## src/rtl/enc_owner_sel_pkg.sv

```systemverilog
`timescale 1ns/1ps
// Shared definitions for the encoding owner selector.
package enc_owner_sel_pkg;

    // Instruction word width seen by the front end.
    localparam int INSN_W = 32;

    // Which identity register a register access addresses.
    typedef enum logic {
        ID_VENDOR = 1'b0,
        ID_ARCH   = 1'b1
    } id_sel_e;

    // True when a word belongs to the shared encoding.
    function automatic logic is_shared(
        input logic [INSN_W-1:0] word,
        input logic [INSN_W-1:0] mask,
        input logic [INSN_W-1:0] value
    );
        return (word & mask) == value;
    endfunction

endpackage

```

## src/rtl/idsel_id_regs.sv

```systemverilog
`timescale 1ns/1ps
// Identity register pair with legal-value filtering.
// Writable variant: a vendor write is staged. An architecture write commits
// {staged vendor, written arch} only when the pair is supported. Otherwise
// the committed pair is kept. Read-only variant: the pair is fixed to the
// base values and commit never fires.
// Assumes BASE and EXT pairs are distinct and EXT_AID0+N_ENG-1 does not wrap.
module idsel_id_regs
    import enc_owner_sel_pkg::*;
#(
    parameter int            ID_W     = 32,
    parameter int            N_ENG    = 3,
    parameter bit            WRITABLE = 1'b1,
    parameter logic [ID_W-1:0] BASE_VID = '0,
    parameter logic [ID_W-1:0] BASE_AID = '0,
    parameter logic [ID_W-1:0] EXT_VID  = ID_W'(32'h0000_0A5C),
    parameter logic [ID_W-1:0] EXT_AID0 = ID_W'(32'h0000_0100)
) (
    input  logic            clk,
    input  logic            rst_n,
    input  logic            wr_en,
    input  logic            wr_sel,
    input  logic [ID_W-1:0] wr_data,
    output logic [ID_W-1:0] cur_vid,
    output logic [ID_W-1:0] cur_aid,
    output logic            commit,
    output logic [N_ENG-1:0] owner_oh
);

    // One-hot owner decode from the committed pair.
    for (genvar k = 0; k < N_ENG; k++) begin : g_owner
        localparam logic [ID_W-1:0] AID_K = EXT_AID0 + ID_W'(k);
        assign owner_oh[k] = (cur_vid == EXT_VID) && (cur_aid == AID_K);
    end

    if (WRITABLE) begin : g_rw
        logic [ID_W-1:0] staged_vid;
        logic [ID_W-1:0] vid_q;
        logic [ID_W-1:0] aid_q;
        logic            ext_aid_hit;
        logic            pair_ok;

        // Does the written architecture value name one of the engines?
        always_comb begin
            ext_aid_hit = 1'b0;
            for (int k = 0; k < N_ENG; k++) begin
                if (wr_data == EXT_AID0 + ID_W'(k)) ext_aid_hit = 1'b1;
            end
        end

        // Legality of {staged vendor, written architecture}.
        assign pair_ok = ((staged_vid == BASE_VID) && (wr_data == BASE_AID)) ||
                         ((staged_vid == EXT_VID) && ext_aid_hit);

        assign commit = wr_en && (wr_sel == ID_ARCH) && pair_ok;

        // Stage vendor writes and commit legal pairs.
        always_ff @(posedge clk) begin
            if (!rst_n) begin
                staged_vid <= BASE_VID;
                vid_q      <= BASE_VID;
                aid_q      <= BASE_AID;
            end else begin
                if (wr_en && (wr_sel == ID_VENDOR)) staged_vid <= wr_data;
                if (commit) begin
                    vid_q <= staged_vid;
                    aid_q <= wr_data;
                end
            end
        end

        assign cur_vid = vid_q;
        assign cur_aid = aid_q;
    end else begin : g_ro
        logic unused_wr;
        // Writes have no target in the fixed build.
        assign unused_wr = ^{wr_en, wr_sel, wr_data, clk, rst_n};
        assign cur_vid   = BASE_VID;
        assign cur_aid   = BASE_AID;
        assign commit    = 1'b0;
    end

endmodule

```

## src/rtl/idsel_stall_timer.sv

```systemverilog
`timescale 1ns/1ps
// Switch stall timer: after a start pulse, busy is high for STALL_CYCLES
// cycles. A start while busy reloads the full count.
// Assumes STALL_CYCLES >= 1.
module idsel_stall_timer #(
    parameter int STALL_CYCLES = 2
) (
    input  logic clk,
    input  logic rst_n,
    input  logic start,
    output logic busy
);

    localparam int CW = $clog2(STALL_CYCLES + 1);

    logic [CW-1:0] remain;

    // Load on start, otherwise count down to zero.
    always_ff @(posedge clk) begin
        if (!rst_n) begin
            remain <= '0;
        end else if (start) begin
            remain <= CW'(STALL_CYCLES);
        end else if (remain != '0) begin
            remain <= remain - CW'(1);
        end
    end

    assign busy = (remain != '0);

endmodule

```

## src/rtl/idsel_route.sv

```systemverilog
`timescale 1ns/1ps
// Decode-side gating: the shared-encoding match is ANDed with each engine's
// select bit. With no engine selected the word is flagged illegal. A hold
// suppresses every output so the word can be presented again.
// Assumes owner_oh is one-hot or zero.
module idsel_route
    import enc_owner_sel_pkg::*;
#(
    parameter int                N_ENG        = 3,
    parameter logic [INSN_W-1:0] SHARED_MASK  = 32'h0000_707F,
    parameter logic [INSN_W-1:0] SHARED_MATCH = 32'h0000_200B
) (
    input  logic              in_valid,
    input  logic [INSN_W-1:0] in_word,
    input  logic              hold,
    input  logic [N_ENG-1:0]  owner_oh,
    output logic [N_ENG-1:0]  eng_en,
    output logic              illegal
);

    logic live_hit;

    // Valid, not held, and in the shared encoding.
    assign live_hit = in_valid && !hold && is_shared(in_word, SHARED_MASK, SHARED_MATCH);

    // One extra AND input per engine.
    for (genvar k = 0; k < N_ENG; k++) begin : g_gate
        assign eng_en[k] = live_hit && owner_oh[k];
    end

    // No owner for the shared encoding.
    assign illegal = live_hit && (owner_oh == '0);

endmodule

```

## src/rtl/enc_owner_sel.sv

```systemverilog
`timescale 1ns/1ps
// Top of the encoding owner selector: identity pair, switch stall and
// per-engine decode gating. Engines and the rest of the pipeline are
// outside; they see only eng_en, stall_req and illegal_instr.
module enc_owner_sel
    import enc_owner_sel_pkg::*;
#(
    parameter int                ID_W         = 32,
    parameter int                N_ENG        = 3,
    parameter bit                WRITABLE     = 1'b1,
    parameter int                STALL_CYCLES = 2,
    parameter logic [ID_W-1:0]   BASE_VID     = '0,
    parameter logic [ID_W-1:0]   BASE_AID     = '0,
    parameter logic [ID_W-1:0]   EXT_VID      = ID_W'(32'h0000_0A5C),
    parameter logic [ID_W-1:0]   EXT_AID0     = ID_W'(32'h0000_0100),
    parameter logic [INSN_W-1:0] SHARED_MASK  = 32'h0000_707F,
    parameter logic [INSN_W-1:0] SHARED_MATCH = 32'h0000_200B
) (
    input  logic              clk,
    input  logic              rst_n,
    input  logic              csr_we,
    input  logic              csr_sel,
    input  logic [ID_W-1:0]   csr_wdata,
    output logic [ID_W-1:0]   csr_rdata,
    input  logic              in_valid,
    input  logic [INSN_W-1:0] in_word,
    output logic [N_ENG-1:0]  eng_en,
    output logic              stall_req,
    output logic              illegal_instr
);

    logic [ID_W-1:0]  cur_vid;
    logic [ID_W-1:0]  cur_aid;
    logic             wr_commit;
    logic [N_ENG-1:0] owner_oh;

    idsel_id_regs #(
        .ID_W(ID_W), .N_ENG(N_ENG), .WRITABLE(WRITABLE),
        .BASE_VID(BASE_VID), .BASE_AID(BASE_AID),
        .EXT_VID(EXT_VID), .EXT_AID0(EXT_AID0)
    ) u_regs (
        .clk(clk), .rst_n(rst_n),
        .wr_en(csr_we), .wr_sel(csr_sel), .wr_data(csr_wdata),
        .cur_vid(cur_vid), .cur_aid(cur_aid),
        .commit(wr_commit), .owner_oh(owner_oh)
    );

    idsel_stall_timer #(.STALL_CYCLES(STALL_CYCLES)) u_stall (
        .clk(clk), .rst_n(rst_n), .start(wr_commit), .busy(stall_req)
    );

    idsel_route #(
        .N_ENG(N_ENG), .SHARED_MASK(SHARED_MASK), .SHARED_MATCH(SHARED_MATCH)
    ) u_route (
        .in_valid(in_valid), .in_word(in_word), .hold(stall_req),
        .owner_oh(owner_oh), .eng_en(eng_en), .illegal(illegal_instr)
    );

    // Readback of the committed register chosen by csr_sel.
    assign csr_rdata = (csr_sel == ID_ARCH) ? cur_aid : cur_vid;

endmodule

```

## config.mk

```make
export PLATFORM = sky130hd
export DESIGN_NAME = enc_owner_sel
export DESIGN_NICKNAME = d
export VERILOG_FILES = /design/src/rtl/enc_owner_sel_pkg.sv /design/src/rtl/idsel_id_regs.sv /design/src/rtl/idsel_stall_timer.sv /design/src/rtl/idsel_route.sv /design/src/rtl/enc_owner_sel.sv
export SDC_FILE = /design/constraint.sdc
export NUM_CORES = 1
export LEC_CHECK = 0
export ABC_AREA = 1
export CAP_MARGIN = 20
export CORE_ASPECT_RATIO = 0.5
export CORE_MARGIN = 3
export CORE_UTILIZATION = 49
export CTS_CLUSTER_SIZE = 12
export DETAILED_ROUTE_END_ITERATION = 8
export GPL_TIMING_DRIVEN = 1
export PLACE_DENSITY = 0.8
export SETUP_SLACK_MARGIN = 0.3
export SYNTH_ARGS = -nofsm -noshare
export SYNTH_HDL_FRONTEND = slang
export SYNTH_HIERARCHICAL = 1
export SYNTH_SLANG_ARGS = --single-unit
```

## constraint.sdc

```tcl
create_clock -name clk -period 1.8 [get_ports clk]
set_input_delay 0.18 -clock clk [delete_from_list [all_inputs] [get_ports clk]]
set_output_delay 0.18 -clock clk [all_outputs]
set_load 0.02 [all_outputs]
```

Word-level counts from Yosys, hierarchy flattened:

Index checks and enable logic that the tools add are counted.
Widths: inputs -> output; s select.

* divide/modulo/power cells: 0
* add/subtract/negate cells: 1
* reduce and logical (&&, ||, !) cells: 22
* mux-type cells: 6
* eq/ne operators: 9
* multiply operators: 0
* shift operators: 0
* bitwise gates (word level): 2
* order comparisons: 0

Operators by type and width (count)
* $eq 32x9->1 const B: 6
* $eq 32x12->1 const B: 2
* $logic_not 32->1: 2
* $mux 32: 1
* $logic_and 1x1->1: 14
* $eq 10x9->1 const B: 1
* $mux 2: 2
* $reduce_bool 2->1: 2
* $logic_not 3->1: 1
* $mux 1: 3
* $not 1->1: 2
* $reduce_or 2->1: 1
* $sub 2x1->2 const B: 1
* $logic_not 1->1: 1
* $logic_or 1x1->1: 1

* RAM bits: 0
* output and inout bits: 37
* ROM bits: 0
* register bits: 98
* input bits: 69
* bits in latches: 0
* memories: 0

Logic depth before layout (Yosys ltp):

Gate-level depths: netlist (run 1).

* word-level depth: 8
* gate-level depth with buffers: 12
* gate-level depth less buffers: 11

Hierarchy:

The synthesis (run 1) kept the hierarchy.

By module, submodules not included
* idsel_id_regs: area an instance 3558.4 µm², times used 1, cells each 480
* enc_owner_sel: area an instance 491.7 µm², times used 1, cells each 104
* idsel_route: area an instance 103.8 µm², times used 1, cells each 25
* idsel_stall_timer: area an instance 77.6 µm², times used 1, cells each 11

Least setup slack after synthesis (run 1):

OpenSTA, ideal clock, no wires.

* path type: reg-to-output
* from: reg u_regs.g_rw.aid_q[8] (netlist: u_regs/cur_aid[8])
* to: out eng_en[0]
* stages on the path, launching flop included: 9
* arrival time: 1325 ps
* slack: 295 ps
* path buffers: 0
* required time: 1620 ps
* path through: dfxtp_1 inv_1 nor4_1 nand3_1 nor2_1 nand2_1 nor2_1 inv_1 nor2_1

* word-level cells in the longest chain between the ends: 3

Ends and longest elaborated chain
* start: declaration: line idsel_id_regs.sv:39 `logic [ID_W-1:0] aid_q;`
* start signal: assignment: line idsel_id_regs.sv:67 `aid_q <= wr_data;`
* $eq 32x9->1: line idsel_id_regs.sv:33 `assign owner_oh[k] = (cur_vid == EXT_VID) && (cur_aid == AID_K);`
* $logic_and 1x1->1: line idsel_id_regs.sv:33
* via owner_oh[0]: line enc_owner_sel.sv:35 `logic [N_ENG-1:0] owner_oh;`
* $logic_and 1x1->1: line idsel_route.sv:28 `assign eng_en[k] = live_hit && owner_oh[k];`
* end: declaration: line enc_owner_sel.sv:27 `output logic [N_ENG-1:0] eng_en,`

The timed path passes the listed nets, and every way through them passes these cells.

Worst setup path in the final report (run 1):

* from: reg u_regs.g_rw.aid_q[16] (netlist: u_regs/cur_aid[16])
* to: out illegal_instr

* word-level cells in the longest chain between the ends: 4

Ends and longest elaborated chain
* $eq 32x9->1: line idsel_id_regs.sv:33
* $logic_and 1x1->1: line idsel_id_regs.sv:33
* via owner_oh[1]: line enc_owner_sel.sv:35
* $logic_not 3->1: line idsel_route.sv:32 `assign illegal = live_hit && (owner_oh == '0);`
* $logic_and 1x1->1: line idsel_route.sv:32
* end: declaration: line enc_owner_sel.sv:29 `output logic illegal_instr`

The timed path passes the listed nets, and every way through them passes these cells.

==> results, run 1 <==
- Setup violations remaining at the end of the flow were counted as 4.
- The first detailed-routing pass took 5 iterations.
- The flow ran to the end, but the final reports show violations.
- The repair_antennas step left the layout with diodes totalling 0.
- Power spread over the standard cell area amounts to 676 nW/um^2.
- At the worst endpoint, the arrival time is 2.09 ns.
- The checks that failed: setup timing.
- The number of cells on the worst reg-to-reg path is 11.
- IR analysis of the VDD net gives a maximum drop of 532 uV.
- The number of remaining DRC errors is 0.
- The commonest cells after synthesis are sky130_fd_sc_hd__nand2_1, sky130_fd_sc_hd__nor2_1, sky130_fd_sc_hd__dfxtp_1.
- Summing all placed instances gives a cell area of 5620 sq um.
- The clock-pin slew reported for the worst setup and hold paths after clock tree synthesis is 0.07 ns.
- For this run, the share of the core covered by cells in the final layout is 0.833.
- In this run, synthesis inferred 0 flip-flops with an integrated enable.
- The worst setup path is launched from a register.
- Ranked by total cell area, the synthesized netlist is headed by sky130_fd_sc_hd__dfxtp_1, sky130_fd_sc_hd__nand2_1, sky130_fd_sc_hd__nor2_1, sky130_fd_sc_hd__inv_1, sky130_fd_sc_hd__nand3_1.
- The DRC marker count from the first detailed-route iteration is 543.
- The mean instance size in the synthesized netlist is 6.83 sq um.
- The endpoint kind of the worst setup timing path is an output pin.
- The worst clock skew on the final layout is 0.0127 ns.
- The maximum fanout count along the critical path is 2.
- Static timing analysis puts the maximum clock frequency at 440 MHz.
- For this run, the total global-route usage over all layers was measured as 0.232.
- The remaining antenna violation count after routing is 0.
- After global routing the overflow that remains totals 0.
- In the final design database the tool counted 842 nets.
- The via count of the first global-routing pass is 3988.
- Setup repair after global routing could not meet its margin everywhere.
- TritonCTS built the clock tree.
- The detailed router placed 4930 vias in this run.
- Headroom to the max-slew limit came out at 0.655.
- The first global-routing pass estimated 18.2 mm of wire.
- The worst setup path is of the register to output pin kind.
- In the synthesized netlist the dominant register cell turns out to be sky130_fd_sc_hd__dfxtp_1.
- The share of synthesized registers carrying an async set or reset is 0.
- The portion of synthesized cell area occupied by the leading cell type is 0.464.
- The placed wire-length estimate after detailed placement is 7.08 mm.
- Routability-driven placement finished with a final weighted congestion of 0.823.
- The count of state elements after synthesis is 98.
- Dividing the detail-routed via count by the number of cells gives 5.55.
- The floorplan row count is 23.
- Once layout is done, the placed cells without fillers occupy 6830 sq um.
- The number of hold violations in the final report is 0.
- The total number of H-tree levels is 3.
- The number of clock buffers added by TritonCTS is 9.
- Dividing the detail-routed wire length by the instance count gives 18.0 um.
- The area added between synthesis and finish is 61.4%.
- The netlist uses 22 different library cells.
- The number of top-level design ports is 106.
- Entering global routing, the biggest net connects 39 pins.
- The horizontal die dimension is 137 um.
- The routed design could run at a clock period as short as 2.27 ns.
- The number of input and output port buffers inserted is 83.
- The number of clock sinks is 98.
- The summed negative setup slack over all endpoints is -1.58 ns.
- The die footprint is 9850 sq um.
- The analysis attributes to cell leakage a power of 3.44 nW.
- The number of nets produced by synthesis is 689.
- By instance count, the leading cell after synthesis is sky130_fd_sc_hd__nand2_1.
- The cell depth of the worst hold path is 3.
- The clock tree buffer depth is 2.
- The initial utilization of the core area, before any placement, comes to 0.516.
- The worst-margin pin slew is 0.518 ns.
- In the final layout, the share of cells above drive strength 1 is 0.345.
- The floorplan step defined a core boundary enclosing 8200 sq um.
- Of the synthesized area, sequential elements account for 0.464.
- Wires add up to 16.0 mm.
- Once routing completed, OpenROAD measured the worst setup slack at -0.471 ns.
- Clock latency on the worst-skew pair, taken at its later pin, is 0.36 ns.
- After layout, the design draws a total of 0.00462 W.
- The max-slew violation count is 0.
- The tree is rooted in a sky130_fd_sc_hd__clkbuf_16.
- The data required time at the worst endpoint is 1.62 ns.
- The number of antenna violations at the first check in global routing was 0.
- In this run the worst hold path is classified as input pin to register.
- From bottom edge to top edge, the die measures 71.7 um.
- Yosys printed 6 warnings.
- In this run the cell area of the synthesized design comes to 4230 sq um.
- Summed over all instances, the cell type with the most area after synthesis is sky130_fd_sc_hd__dfxtp_1.
- The count of mapped cells out of synthesis is 620.
- In the finished design, the share of the clock period the worst path needs comes to 1.26.
- Across the run, the number of max-cap violations was 0.
power breakdown:
group / switching [W] / total [W] / internal, W
combinational: 0.000205 / 0.000378 / 0.000173
sequential: 0.0000271 / 0.00224 / 0.00222
clock: 0.000849 / 0.00199 / 0.00115
total: 0.00108 / 0.00462 / 0.00353
critical path, stage by stage, from the launching register on:
cell and delay [ns]:
sky130_fd_sc_hd__dfxtp_1 0.34, sky130_fd_sc_hd__nor4_2 0.34, sky130_fd_sc_hd__nand2_1 0.18, sky130_fd_sc_hd__nor2_2 0.18, sky130_fd_sc_hd__nand2_1 0.13, sky130_fd_sc_hd__nor2_1 0.16
sky130_fd_sc_hd__inv_1 0.10, sky130_fd_sc_hd__nand3_1 0.11, sky130_fd_sc_hd__nor2_1 0.05, sky130_fd_sc_hd__buf_4 0.15
cell usage in the layout (no fill, tap or decap), drive strengths merged:
master,instances
or2,2
clkbuf,28
nand2,157
clkdlybuf4s15,12
dfxtp,98
bufbuf,1
clkinvlp,1
o21ai,32
nand4,1
inv,82
nand3,63
bufinv,1
dlygate4sd2,11
a21oi,2
nor2,133
nor4,15
clkdlybuf4s50,44
nor3,2
buf,88
clkinv,4
path summary, 6_finish.rpt:
path / from / to / slack, ns
setup reg to reg: u_regs/g_rw.staged_vid[12] / u_regs/cur_vid[11] / 0.09
hold / removal: rst_n / u_regs/g_rw.staged_vid[25] / 0.34
hold reg to reg: u_stall/remain[1] / u_stall/remain[0] / 0.47
setup / recovery: u_regs/cur_aid[16] / illegal_instr / -0.47
metal layers:
metal	GRT usage	share of wire	vias up
met5	0	0	-
met3	0.0505	0.094	90
met2	0.401	0.48	338
li1	-	-	2208
met4	0.0774	0.046	0
met1	0.291	0.38	2294
kinds of logic after synthesis:
| family | Yosys count | synth area share |
|---|---|---|
| AO/OA/AOI/OAI | 34 | 0.0402 |
| buffers and inverters | 115 | 0.127 |
| flip-flops | 98 | 0.464 |
| AND/OR/NAND/NOR | 373 | 0.370 |
through the flow:
stage          setup slack (ns)  instances  hold WS, ns
2_1_floorplan             0.314        620        0.289
3_3_place_gp             -0.296        860        0.428
3_5_place_dp             -0.381        860        0.451
4_1_cts                  -0.214        878        0.327
5_1_grt                  -0.514        889        0.368
6_report                 -0.471        889        0.339
final cells by class:
class                   count  area (sq um)
flip-flops and latches     98          1970
fillers                   413          1370
inverters                  84           357
repair buffers            173          1700
well taps                 112           140
clock buffers              11           253
clock inverters             4          51.3
multi-input cells         407          2360
registers in the layout (all words and copies together), names as in the netlist:
register / cells
u_regs/cur_aid: 32
u_regs/cur_vid: 32
u_regs/g_rw.staged_vid: 32
u_stall/remain: 2
timing repair:
action / 4_1_cts / 5_1_grt
resized for setup: 88 / 175
gates cloned: 3 / 7
buffers inserted: 0 / 4
pin swaps: 13 / 43
endpoints found under the setup margin: 42 / 80
hold buffers: 0 / 0
Power figures use the tool's default switching activity.
==> run 2: changes to the inputs <==
- ABC_CLOCK_PERIOD_IN_PS: default -> 1800
- CTS_CLUSTER_SIZE: 12 -> default
==> results of run 2 <==
The final DEF is identical to that of run 1; final timing and power are the same.
==> run 3: changes to the inputs <==
- ABC_CLOCK_PERIOD_IN_PS: 1800 -> 2400
- CORE_UTILIZATION: 49 -> 40
- PLACE_DENSITY: 0.8 -> 0.68
- SYNTH_HIERARCHICAL: 1 -> default
- clock period: 1.8 -> 2.4 ns (I/O delays scaled with it)
==> results, run 3 <==
- The run finished with clean final reports.
- The net switching component of the power is 0.000754 W.
- The summed negative setup slack over all endpoints is 0 ns.
- The max-slew violation count is 0.
- The congestion estimate from routability-driven global placement came to 0.785.
- The clock passes through at most 2 buffers.
- The timing-limited maximum frequency is 476 MHz.
- Of all nets on the critical path, the largest fanout is 26.
- The internal portion of the total power is 0.00269 W.
- Between clock sinks in the finished design, the worst skew comes to 0.00499 ns.
- The detailed-route wire length per cell is 11.2 um.
- The number of clock buffers added by TritonCTS is 9.
- The peak supply drop is 359 uV.
- For this run, the number of Yosys warnings is 0.
- The commonest cells after synthesis are sky130_fd_sc_hd__nor2_1, sky130_fd_sc_hd__nand2_1, sky130_fd_sc_hd__dfxtp_1.
- Pin placement for this block handled 106 I/O pins.
- Measured along the x axis, the die boundary spans 150 um.
- The final net count is 757.
- The clock-pin slew reported for the worst setup and hold paths after clock tree synthesis is 0.06 ns.
- In the global route stage, overall resource usage came out at 0.164.
- In the routed layout, each cell is associated on average with a via count of 4.52.
- The initial utilization of the core area, before any placement, comes to 0.424.
- The count of max-cap constraint violations is 0.
- The worst setup path is captured at an output pin.
- The number of enable flip-flop cells after synthesis is 0.
- The worst-margin pin slew is 0.388 ns.
- Setup repair after global routing could not meet its margin everywhere.
- The remaining antenna violation count after routing is 0.
- The number of hold violations in the final report came to 0.
- The startpoint kind of the worst setup timing path is an input pin.
- Of the available clock period, the critical path in the final layout requires 0.876.
- For this run, design rule violations remaining after detail routing come to 0.
- By area the synthesized netlist is led by sky130_fd_sc_hd__dfxtp_1, sky130_fd_sc_hd__nor2_1, sky130_fd_sc_hd__nand2_1, sky130_fd_sc_hd__inv_1, sky130_fd_sc_hd__nand3_1.
- The share of synthesized registers carrying an async set or reset is 0.
- Post-CTS timing repair inserted 0 buffers for setup.
- The clock insertion delay at the later pin of the skew report is 0.34 ns.
- Power spread over the standard cell area amounts to 635 nW/um^2.
- CTS saw 98 sinks.
- Counting I/O delays and the setup requirement, the final critical path takes 2.10 ns.
- The area of the mapped netlist is 4120 sq um.
- The min-delay analysis places its worst path in the category input pin to register.
- The data required time at the worst endpoint is 2.16 ns.
- The aggregate global routing overflow is 0.
- Grouping stages by cell kind, the critical path spends the most delay in buffers and inverters.
- The utilization after layout is 0.557.
- The arrival time at the worst endpoint is 1.86 ns.
- From bottom edge to top edge, the die measures 77.8 um.
- For this block, the via count after detailed routing is 3742.
- Entering global routing, the biggest net connects 99 pins.
- In the layout the commonest cells are sky130_fd_sc_hd__nor2_1, sky130_fd_sc_hd__nand2_1, sky130_fd_sc_hd__dfxtp_1, sky130_fd_sc_hd__inv_1, sky130_fd_sc_hd__clkdlybuf4s50_1.
- The largest total area in the synthesized netlist belongs to sky130_fd_sc_hd__dfxtp_1.
- The first-pass GRT wire length is 15.4 mm.
- With fillers left out, the area of the finished cells amounts to 5420 sq um.
- The CTS tree is done.
- Synthesis produced a netlist with a net count of 686.
- The start-to-end type of the worst setup path is input pin to output pin.
- The mean instance size in the synthesized netlist is 6.68 sq um.
- Buffers inserted to repair hold after CTS numbered 0.
- The setup-violating endpoint count in the final report is 0.
- The number of input and output port buffers inserted is 83.
- In this run, synthesis produced a sequential element count of 98.
- The wire-length estimate of the detail-placed layout is 6.34 mm.
- The leakage dissipation is 2.71 nW.
- The total number of H-tree levels is 3.
- The DRC marker count from the first detailed-route iteration is 184.
- The number of inserted diodes is 0.
- Of the post-synthesis cell area, the dominant cell type holds 0.476.
- The number of buffers and inverters on the critical path is 3.
- Row generation in the floorplan step produced 25 rows.
- Of the total power, the share spent switching nets is 0.219.
- The slowest cell on the critical path is sky130_fd_sc_hd__clkdlybuf4s50_1.
- In the final layout, the share of cells above drive strength 1 is 0.0577.
- Counting stages on the worst path, the most repeated cell is sky130_fd_sc_hd__clkdlybuf4s50_1.
- The number of antenna violations at the first check in global routing came to 0.
- The count of mapped cells out of synthesis is 617.
- The dominant cell by count in the synthesized netlist is sky130_fd_sc_hd__nor2_1.
- The CTS root buffer is sky130_fd_sc_hd__clkbuf_16.
- The area added between synthesis and finish is 31.4%.
- The commonest register cell after synthesis is sky130_fd_sc_hd__dfxtp_1.
- Of the total power, the clock network draws 0.443.
- In this run the cell area measured after placement is 5070 sq um.
- The core outline area is 9730 sq um.
- The die covers 11600 sq um.
- Of the synthesized area, sequential elements account for 0.476.
- In this run the tightest slew margin relative to its limit is 0.741.
- The share of total power dissipated in combinational logic is 0.069.
- On the worst path, the slowest cell contributes a delay of 0.65 ns.
- The first detailed-routing pass took 6 iterations.
- The routed design has 9.27 mm of wire.
- Traced cell by cell, the critical path runs through clkdlybuf4s50_1 > buf_6 > nand2_1 > o21ai_0 > clkdlybuf4s50_1.
- The library cell used most frequently in the layout, excluding fill and tap cells, is sky130_fd_sc_hd__nor2_1.
- The netlist uses 17 different library cells.
- Of the total power, registers draw 0.488.
- The via count of the first global-routing pass is 3273.
[run 3: path summary, 6_finish.rpt]
path / start / to / slack, ns / cells after the start
setup / recovery: csr_sel / csr_rdata[14] / 0.30 / 5
hold / removal: rst_n / u_regs.cur_aid[8] / 0.41 / 4
setup reg to reg: u_regs.g_rw.staged_vid[31] / u_regs.cur_vid[6] / 0.97 / 10
hold reg to reg: u_regs.cur_vid[28] / u_regs.cur_vid[28] / 0.45 / 2
[run 3: per-stage QoR]
stage | setup WS (ns) | power, W | hold slack [ns] | instances
after floorplan | 0.715 | 0.00184 | 0.375 | 617
after global placement | 0.104 | 0.00195 | 0.443 | 812
after detailed placement | 0.0908 | 0.00196 | 0.446 | 812
after CTS | 0.207 | 0.00348 | 0.413 | 828
after global routing | 0.203 | 0.00359 | 0.436 | 828
final | 0.299 | 0.00344 | 0.413 | 828
[run 3: repair_timing]
item / CTS / global route
cloned: 0 / 0
setup endpoints to repair: 8 / 22
gates resized for setup: 14 / 21
[run 3: layer usage]
layer  GRT usage  up-vias  share of wire
met1       0.222     1632           0.49
met4      0.0466        0          0.011
met2       0.254       71           0.45
met5           0        -              0
met3      0.0473       10          0.049
li1            -     2029              -
[run 3: power by group through the flow]
stage | registers [W] | logic (W) | clock network [W]
finish | 0.00168 | 0.000238 | 0.00152
detailed placement | 0.00172 | 0.000238 | 0
global route | 0.00168 | 0.000270 | 0.00163
global placement | 0.00172 | 0.000237 | 0
floorplan | 0.00171 | 0.000125 | 0
CTS | 0.00168 | 0.000240 | 0.00156
[run 3: logic make-up (layout without fill, tap and decap cells)]
group                  count (synthesis)  after routing  synth area share
DFF                                   98             98             0.476
and+or+nand+nor                      331            331             0.329
buffers and inverters                126            202             0.120
AOI/OAI and AO/OA                     62             62            0.0752
[run 3: final cells by class]
cell class	count	area, sq um
fill	972	4310
sequential	98	1960
multi-input combinational	393	1710
timing repair buffer	91	905
inverter	95	357
clock buffer	9	225
tap	135	169
clock inverter	7	91.3
[run 3: worst register-to-register path: cells and delay by family, from the launching register on]
family                 cells  cell delay, ns
buffers and inverters      1            0.22
DFF                        1            0.31
and+or+nand+nor            9            0.83
